### src/rtl/prot_guard_pkg.sv
package prot_guard_pkg;

    localparam int CFG_W     = 16;
    localparam int KEY_W     = 64;
    localparam int KEY_WORDS = KEY_W / CFG_W;
    localparam int KEY_POS   = 3;
    localparam int REC_WORDS = KEY_POS + KEY_WORDS;

    localparam int FLG_EN  = 0;
    localparam int FLG_RD  = 1;
    localparam int FLG_WR  = 2;
    localparam int FLG_KEY = 3;
    localparam int FLG_PIN = 4;
    localparam int FLG_NUM = 5;

    typedef enum logic [2:0] {
        ST_RESET  = 3'd0,
        ST_LOAD   = 3'd1,
        ST_CHECK  = 3'd2,
        ST_ACTIVE = 3'd3,
        ST_LOCK   = 3'd4
    } pg_state_e;

    typedef struct packed {
        logic [CFG_W-1:0] lo;
        logic [CFG_W-1:0] hi;
        logic             en;
        logic             rd;
        logic             wr;
        logic             kg;
        logic             pg;
        logic [KEY_W-1:0] key;
    } region_t;

    // A region opens only through a guard; with no guard it stays shut.
    function automatic logic region_open(input region_t r, input logic unl, input logic lock_n);
        return (r.kg | r.pg) & (~r.kg | unl) & (~r.pg | lock_n);
    endfunction

endpackage

### src/rtl/prot_guard_cfg_loader.sv
module prot_guard_cfg_loader
    import prot_guard_pkg::*;
#(
    parameter int NUM_REG = 2
) (
    input  logic                       clk,
    input  logic                       rst,
    input  logic                       en,
    input  logic                       cfg_vld,
    input  logic [CFG_W-1:0]           cfg_word,
    output region_t [NUM_REG-1:0]      regs,
    output logic                       done,
    output logic                       cfg_ok
);
    localparam int POS_W = $clog2(REC_WORDS);
    localparam int REC_W = $clog2(NUM_REG + 1);
    localparam int SEL_W = (NUM_REG > 1) ? $clog2(NUM_REG) : 1;

    logic [POS_W-1:0]      pos;
    logic [REC_W-1:0]      rec;
    logic [SEL_W-1:0]      rsel;
    logic [CFG_W-1:0]      sum;
    logic                  sum_ok;
    logic                  rsv_bad;
    region_t [NUM_REG-1:0] regs_q;

    assign rsel = rec[SEL_W-1:0];

    always_ff @(posedge clk) begin
        if (rst) begin
            pos     <= '0;
            rec     <= '0;
            sum     <= '0;
            done    <= 1'b0;
            sum_ok  <= 1'b0;
            rsv_bad <= 1'b0;
            regs_q  <= '0;
        end else if (en && !done && cfg_vld) begin
            if (rec == REC_W'(NUM_REG)) begin
                done   <= 1'b1;
                sum_ok <= (sum == cfg_word);
            end else begin
                sum <= sum + cfg_word;
                case (pos)
                    POS_W'(0): regs_q[rsel].lo <= cfg_word;
                    POS_W'(1): regs_q[rsel].hi <= cfg_word;
                    POS_W'(2): begin
                        regs_q[rsel].en <= cfg_word[FLG_EN];
                        regs_q[rsel].rd <= cfg_word[FLG_RD];
                        regs_q[rsel].wr <= cfg_word[FLG_WR];
                        regs_q[rsel].kg <= cfg_word[FLG_KEY];
                        regs_q[rsel].pg <= cfg_word[FLG_PIN];
                        rsv_bad <= rsv_bad | (|cfg_word[CFG_W-1:FLG_NUM]);
                    end
                    default:
                        regs_q[rsel].key[(int'(pos) - KEY_POS) * CFG_W +: CFG_W] <= cfg_word;
                endcase
                if (pos == POS_W'(REC_WORDS - 1)) begin
                    pos <= '0;
                    rec <= rec + 1'b1;
                end else begin
                    pos <= pos + 1'b1;
                end
            end
        end
    end

    assign regs   = regs_q;
    assign cfg_ok = sum_ok & ~rsv_bad;

endmodule

### src/rtl/prot_guard_key_unit.sv
module prot_guard_key_unit
    import prot_guard_pkg::*;
#(
    parameter int NUM_REG = 2
) (
    input  logic                  clk,
    input  logic                  rst,
    input  logic                  en,
    input  logic                  key_vld,
    input  logic                  key_sel,
    input  logic [KEY_W-1:0]      key_val,
    input  region_t [NUM_REG-1:0] regs,
    output logic [NUM_REG-1:0]    unlocked,
    output logic                  tamper
);
    logic [NUM_REG-1:0] hit;
    logic [NUM_REG-1:0] match;

    for (genvar g = 0; g < NUM_REG; g++) begin : g_key
        assign hit[g]   = en && key_vld && (key_sel == 1'(g)) && regs[g].en && regs[g].kg;
        assign match[g] = (key_val == regs[g].key);

        always_ff @(posedge clk) begin
            if (rst) begin
                unlocked[g] <= 1'b0;
            end else if (hit[g] && match[g]) begin
                unlocked[g] <= 1'b1;
            end
        end
    end

    assign tamper = |(hit & ~match);

endmodule

### src/rtl/prot_guard_region_check.sv
module prot_guard_region_check
    import prot_guard_pkg::*;
#(
    parameter int ADDR_W  = 13,
    parameter int NUM_REG = 2
) (
    input  region_t [NUM_REG-1:0] regs,
    input  logic [NUM_REG-1:0]    unlocked,
    input  logic                  lock_n,
    input  logic [ADDR_W-1:0]     addr,
    output logic                  rd_block,
    output logic                  wr_block
);
    logic [CFG_W-1:0]   addr_x;
    logic [NUM_REG-1:0] rb;
    logic [NUM_REG-1:0] wb;

    assign addr_x = CFG_W'(addr);

    for (genvar g = 0; g < NUM_REG; g++) begin : g_reg
        logic hit;
        logic opened;
        assign hit    = regs[g].en && (addr_x >= regs[g].lo) && (addr_x <= regs[g].hi);
        assign opened = region_open(regs[g], unlocked[g], lock_n);
        assign rb[g]  = hit && regs[g].rd && !opened;
        assign wb[g]  = hit && regs[g].wr && !opened;
    end

    assign rd_block = |rb;
    assign wr_block = |wb;

endmodule

### src/rtl/prot_guard.sv
module prot_guard
    import prot_guard_pkg::*;
#(
    parameter int ADDR_W  = 13,
    parameter int DATA_W  = 16,
    parameter int NUM_REG = 2
) (
    input  logic              clk,
    input  logic              rst,
    input  logic              cfg_vld,
    input  logic [15:0]       cfg_word,
    input  logic              key_vld,
    input  logic              key_sel,
    input  logic [63:0]       key_val,
    input  logic              lock_n,
    input  logic              h_rd,
    input  logic              h_wr,
    input  logic [ADDR_W-1:0] h_addr,
    input  logic [DATA_W-1:0] h_wdata,
    output logic [DATA_W-1:0] h_rdata,
    output logic              a_rd,
    output logic              a_wr,
    output logic [ADDR_W-1:0] a_addr,
    output logic [DATA_W-1:0] a_wdata,
    input  logic [DATA_W-1:0] a_rdata,
    output logic              irq,
    output logic              active,
    output logic              lockout
);
    pg_state_e             state;
    pg_state_e             state_nxt;
    region_t [NUM_REG-1:0] regs;
    logic                  cfg_done;
    logic                  cfg_ok;
    logic [NUM_REG-1:0]    unlocked;
    logic                  key_tamper;
    logic                  rd_block;
    logic                  wr_block;
    logic                  rd_ok;
    logic                  wr_ok;
    logic                  enforcing;

    prot_guard_cfg_loader #(.NUM_REG(NUM_REG)) u_loader (
        .clk      (clk),
        .rst      (rst),
        .en       (state == ST_LOAD),
        .cfg_vld  (cfg_vld),
        .cfg_word (cfg_word),
        .regs     (regs),
        .done     (cfg_done),
        .cfg_ok   (cfg_ok)
    );

    prot_guard_key_unit #(.NUM_REG(NUM_REG)) u_key (
        .clk      (clk),
        .rst      (rst),
        .en       (state == ST_ACTIVE),
        .key_vld  (key_vld),
        .key_sel  (key_sel),
        .key_val  (key_val),
        .regs     (regs),
        .unlocked (unlocked),
        .tamper   (key_tamper)
    );

    prot_guard_region_check #(.ADDR_W(ADDR_W), .NUM_REG(NUM_REG)) u_check (
        .regs     (regs),
        .unlocked (unlocked),
        .lock_n   (lock_n),
        .addr     (h_addr),
        .rd_block (rd_block),
        .wr_block (wr_block)
    );

    always_comb begin
        state_nxt = state;
        unique case (state)
            ST_RESET:  state_nxt = ST_LOAD;
            ST_LOAD:   if (cfg_done) state_nxt = ST_CHECK;
            ST_CHECK:  state_nxt = cfg_ok ? ST_ACTIVE : ST_LOCK;
            ST_ACTIVE: if (cfg_vld || key_tamper) state_nxt = ST_LOCK;
            ST_LOCK:   state_nxt = ST_LOCK;
            default:   state_nxt = ST_LOCK;
        endcase
    end

    always_ff @(posedge clk) begin
        if (rst) begin
            state <= ST_RESET;
        end else begin
            state <= state_nxt;
        end
    end

    assign enforcing = (state == ST_ACTIVE) || (state == ST_LOCK);
    assign rd_ok     = (state == ST_ACTIVE) && !rd_block;
    assign wr_ok     = (state == ST_ACTIVE) && !wr_block;

    assign a_rd    = h_rd && rd_ok;
    assign a_wr    = h_wr && wr_ok;
    assign a_addr  = h_addr;
    assign a_wdata = wr_ok ? h_wdata : '0;
    assign h_rdata = (h_rd && rd_ok) ? a_rdata : '0;

    always_ff @(posedge clk) begin
        if (rst) begin
            irq <= 1'b0;
        end else begin
            irq <= enforcing && ((h_rd && !rd_ok) || (h_wr && !wr_ok));
        end
    end

    assign active  = (state == ST_ACTIVE);
    assign lockout = (state == ST_LOCK);

endmodule

### config.mk
export PLATFORM = sky130hd
export DESIGN_NAME = prot_guard
export DESIGN_NICKNAME = d
export VERILOG_FILES = /design/src/rtl/prot_guard_pkg.sv /design/src/rtl/prot_guard_cfg_loader.sv /design/src/rtl/prot_guard_key_unit.sv /design/src/rtl/prot_guard_region_check.sv /design/src/rtl/prot_guard.sv
export SDC_FILE = /design/constraint.sdc
export NUM_CORES = 1
export LEC_CHECK = 0
export ABC_CLOCK_PERIOD_IN_PS = 2600
export CORE_UTILIZATION = 35
export CTS_CLUSTER_DIAMETER = 100
export DETAILED_ROUTE_END_ITERATION = 10
export PLACE_DENSITY = 0.56
export SYNTH_ARGS = -nofsm -noshare
export SYNTH_HDL_FRONTEND = slang
export SYNTH_SLANG_ARGS = --single-unit
### constraint.sdc
create_clock -name clk -period 2.6 [get_ports clk]
set_input_delay 0.26 -clock clk [delete_from_list [all_inputs] [get_ports clk]]
set_output_delay 0.26 -clock clk [all_outputs]
set_load 0.03 [all_outputs]
==> impl_metrics.ini <==
[critical_path]
cp.required_ps = 2340
regToRegSetupSlack_ps = -50
start_kind = flip-flop
r2r_cells = 14
worstPathArrival_ps = 3250
criticalPathCategory = reg2out
cp_max_fo = 4
critPathCaptureType = output port
r2r-end = irq

[hold_path]
min_to = u_loader.sum[10]
hold_path_class = in2reg
min_from = rst
holdPathStages = 2

[route]
drt-vias-per-instance = 5.112
drt-wirelength-per-cell_um = 18.54
first_pass_iters = 5
wl_um = 43110
vias = 11890
antenna_left = 0
drt-initial-drc-count = 817
drc = 0

[synth]
postSynthCellCount = 1573
yosys-top-cells-count = 302 x nor2_1, 232 x dfxtp_1, 177 x a21oi_1
yosysMostFrequentCell = nor2_1
synth_fp_nets = 1779
syn_area_per_cell_um2 = 7.891
synth_warnings = 0
yosys-top-cells-area = dfxtp_1 37%, nor2_1 9.1%, ha_1 7.3%
synth-seq-cells = 232
yosysTopAreaCellShare_pct = 37.42
yosysTopAreaCell = dfxtp_1
yosysSeqAreaShare_pct = 37.42
synth-edff-count = 0
ys_types = 56
ys_async_sr_fraction_pct = 0
ys.flop_type = dfxtp_1
netlist_area_um2 = 12410

[timing]
worst_pin_slew_ps = 1205
final_max_slew_viol_count = 0
period_needed_ps = 3513
clock.fmax_ghz = 0.2847
tns_ps = -29080
finalCritPeriodShare_pct = 135.1
rsz0062_at_grt = true
postLayoutSetupSlackWorst_ps = -913.0
maxSlewHeadroom_pct = 19.67
finClkSkew_ps = 8.639
setup_violations = 35
finalHoldViolations = 0

[place]
dp_hpwl_um = 31590
place_area_um2 = 15640
pre_cts_ws_ps = -898.2
portBuffers = 182
gp_congestion = 0.8603

[outcome]
status = finished, violations left
failed_checks = setup timing

[floorplanning]
die_w_um = 190.3
start_util_pct = 35.76
num_rows = 68
die_h_um = 190.3
die-area_um2 = 36220
ios = 183
core_um2 = 34710

[layout]
drive_above_1_share_pct = 17.54
area_delta_synth_final_pct = 36.98
final_nets = 2055
num_antenna_cells = 0
final_area_um2 = 17000

[power_and_ir_drop]
p_leak_nw = 6.460
peakVddDrop_uv = 476.6
power.density_nw_per_um2 = 637.3

[global_route]
gr-usage-all-layers_pct = 23.30
grt_pass1_wl_um = 64790
antenna_found_initial = 0
grt_max_degree = 82
grt-ovfl-total = 0
grt_pass1_vias = 11220

[cts]
clk_latency_ps = 540
cts_tree = yes
cts_sinks = 232
cts_root_buffer = clkbuf_16
cts_htree_levels = 1
cts_hold_buffers = 0
cts.path.max_buffers = 3
cts-buffers-inserted = 27
clk_pin_slew_ps = 60

[flow_run]
cap_violations = 0
cells by family after synthesis:
family	Yosys count	share of synthesized area [%]
AOI/OAI and AO/OA	333	16.27
xor gates and xnor gates	144	10.16
adders and majority gates	73	7.419
buffers and inverters	171	5.776
DFF	232	37.42
muxes	1	0.08065
and+or+nand+nor	619	22.87
stage by stage:
stage	instances	total power [mW]	util, %	hold WS [ps]
finish	2325	10.84	48.98	188.0
global route	2325	11.31	48.98	197.7
CTS	2325	10.86	48.67	183.4
detailed placement	2268	6.528	45.05	451.7
global placement	2268	6.497	45.05	443.3
floorplan	1573	5.398	-	410.3
cell usage in the layout, fill, tap and decap left out, drive strengths merged, types with 4 or more instances in the layout:
cell type      synthesis  routed
inv                   65      66
clkdlybuf4s50          0     145
nand2b                24      24
o21ai                 29      29
o21a                  11      11
nor4                  23      23
a21oi                177     177
buf                   30     205
clkinv                 1       6
and3                   4       4
bufinv                 0       4
nand4                 31      31
xor2                  52      52
a21o                  13      13
xnor2                 92      92
nor2                 304     304
nor3                  19      19
a211oi                 4       4
a22oi                 75      75
nand2                 97      97
ha                    72      72
nor2b                 13      13
dfxtp                232     232
nand3                 51      51
or3                   10      10
o31ai                  6       6
clkbuf                75      39
and2                  34      34
layout make-up:
class,instances,area (um^2)
Clock inverter,11,165.2
Inverter,66,247.7
Fill cell,3387,17710
Clock buffer,39,770.7
Multi-Input combinational cell,1170,7331
Tap cell,455,569.3
Timing Repair Buffer,352,3268
Sequential cell,232,4649
power breakdown:
| group | leakage (nW) | internal [mW] | switching (mW) | total, mW |
|---|---|---|---|---|
| Clock | 0.458 | 2.45 | 1.57 | 4.02 |
| Combinational | 4.13 | 1.48 | 1.55 | 3.04 |
| Sequential | 1.87 | 3.68 | 0.0962 | 3.78 |
how the worst max path moves through the flow:
stage | endpoint | cells after the start
floorplan | h_rdata[10] | 10
global placement | h_rdata[15] | 12
detailed placement | h_rdata[15] | 14
CTS | h_rdata[0] | 12
global route | h_rdata[4] | 12
finish | h_rdata[4] | 12
worst max-delay path, cell delays in order, from the launching register on:
cell	delay (ps)
dfxtp_2	350
inv_2	50
ha_4	210
a21o_1	180
a2111oi_4	290
buf_4	160
o21ai_2	60
a2111oi_4	440
nor3_4	120
a221oi_4	370
buf_2	220
and2_4	150
buf_6	120
metal layers:
metal / up-vias / share of wire [%] / wire (um) / GRT usage, %
met4: 0 / 1.9 / 822 / 4.892
li1: 5879 / - / - / -
met5: - / 0 / 0 / 0
met2: 381 / 46 / 19860 / 38.62
met3: 48 / 6.6 / 2856 / 2.576
met1: 5578 / 45 / 19580 / 32.40
timing repair:
item	4_1_cts	5_1_grt
endpoints found under the setup margin	38	91
pin swaps	9	16
gates cloned	5	0
buffers inserted	3	0
gates resized for setup	60	27
No activity file was read; power rests on OpenSTA's default activity.
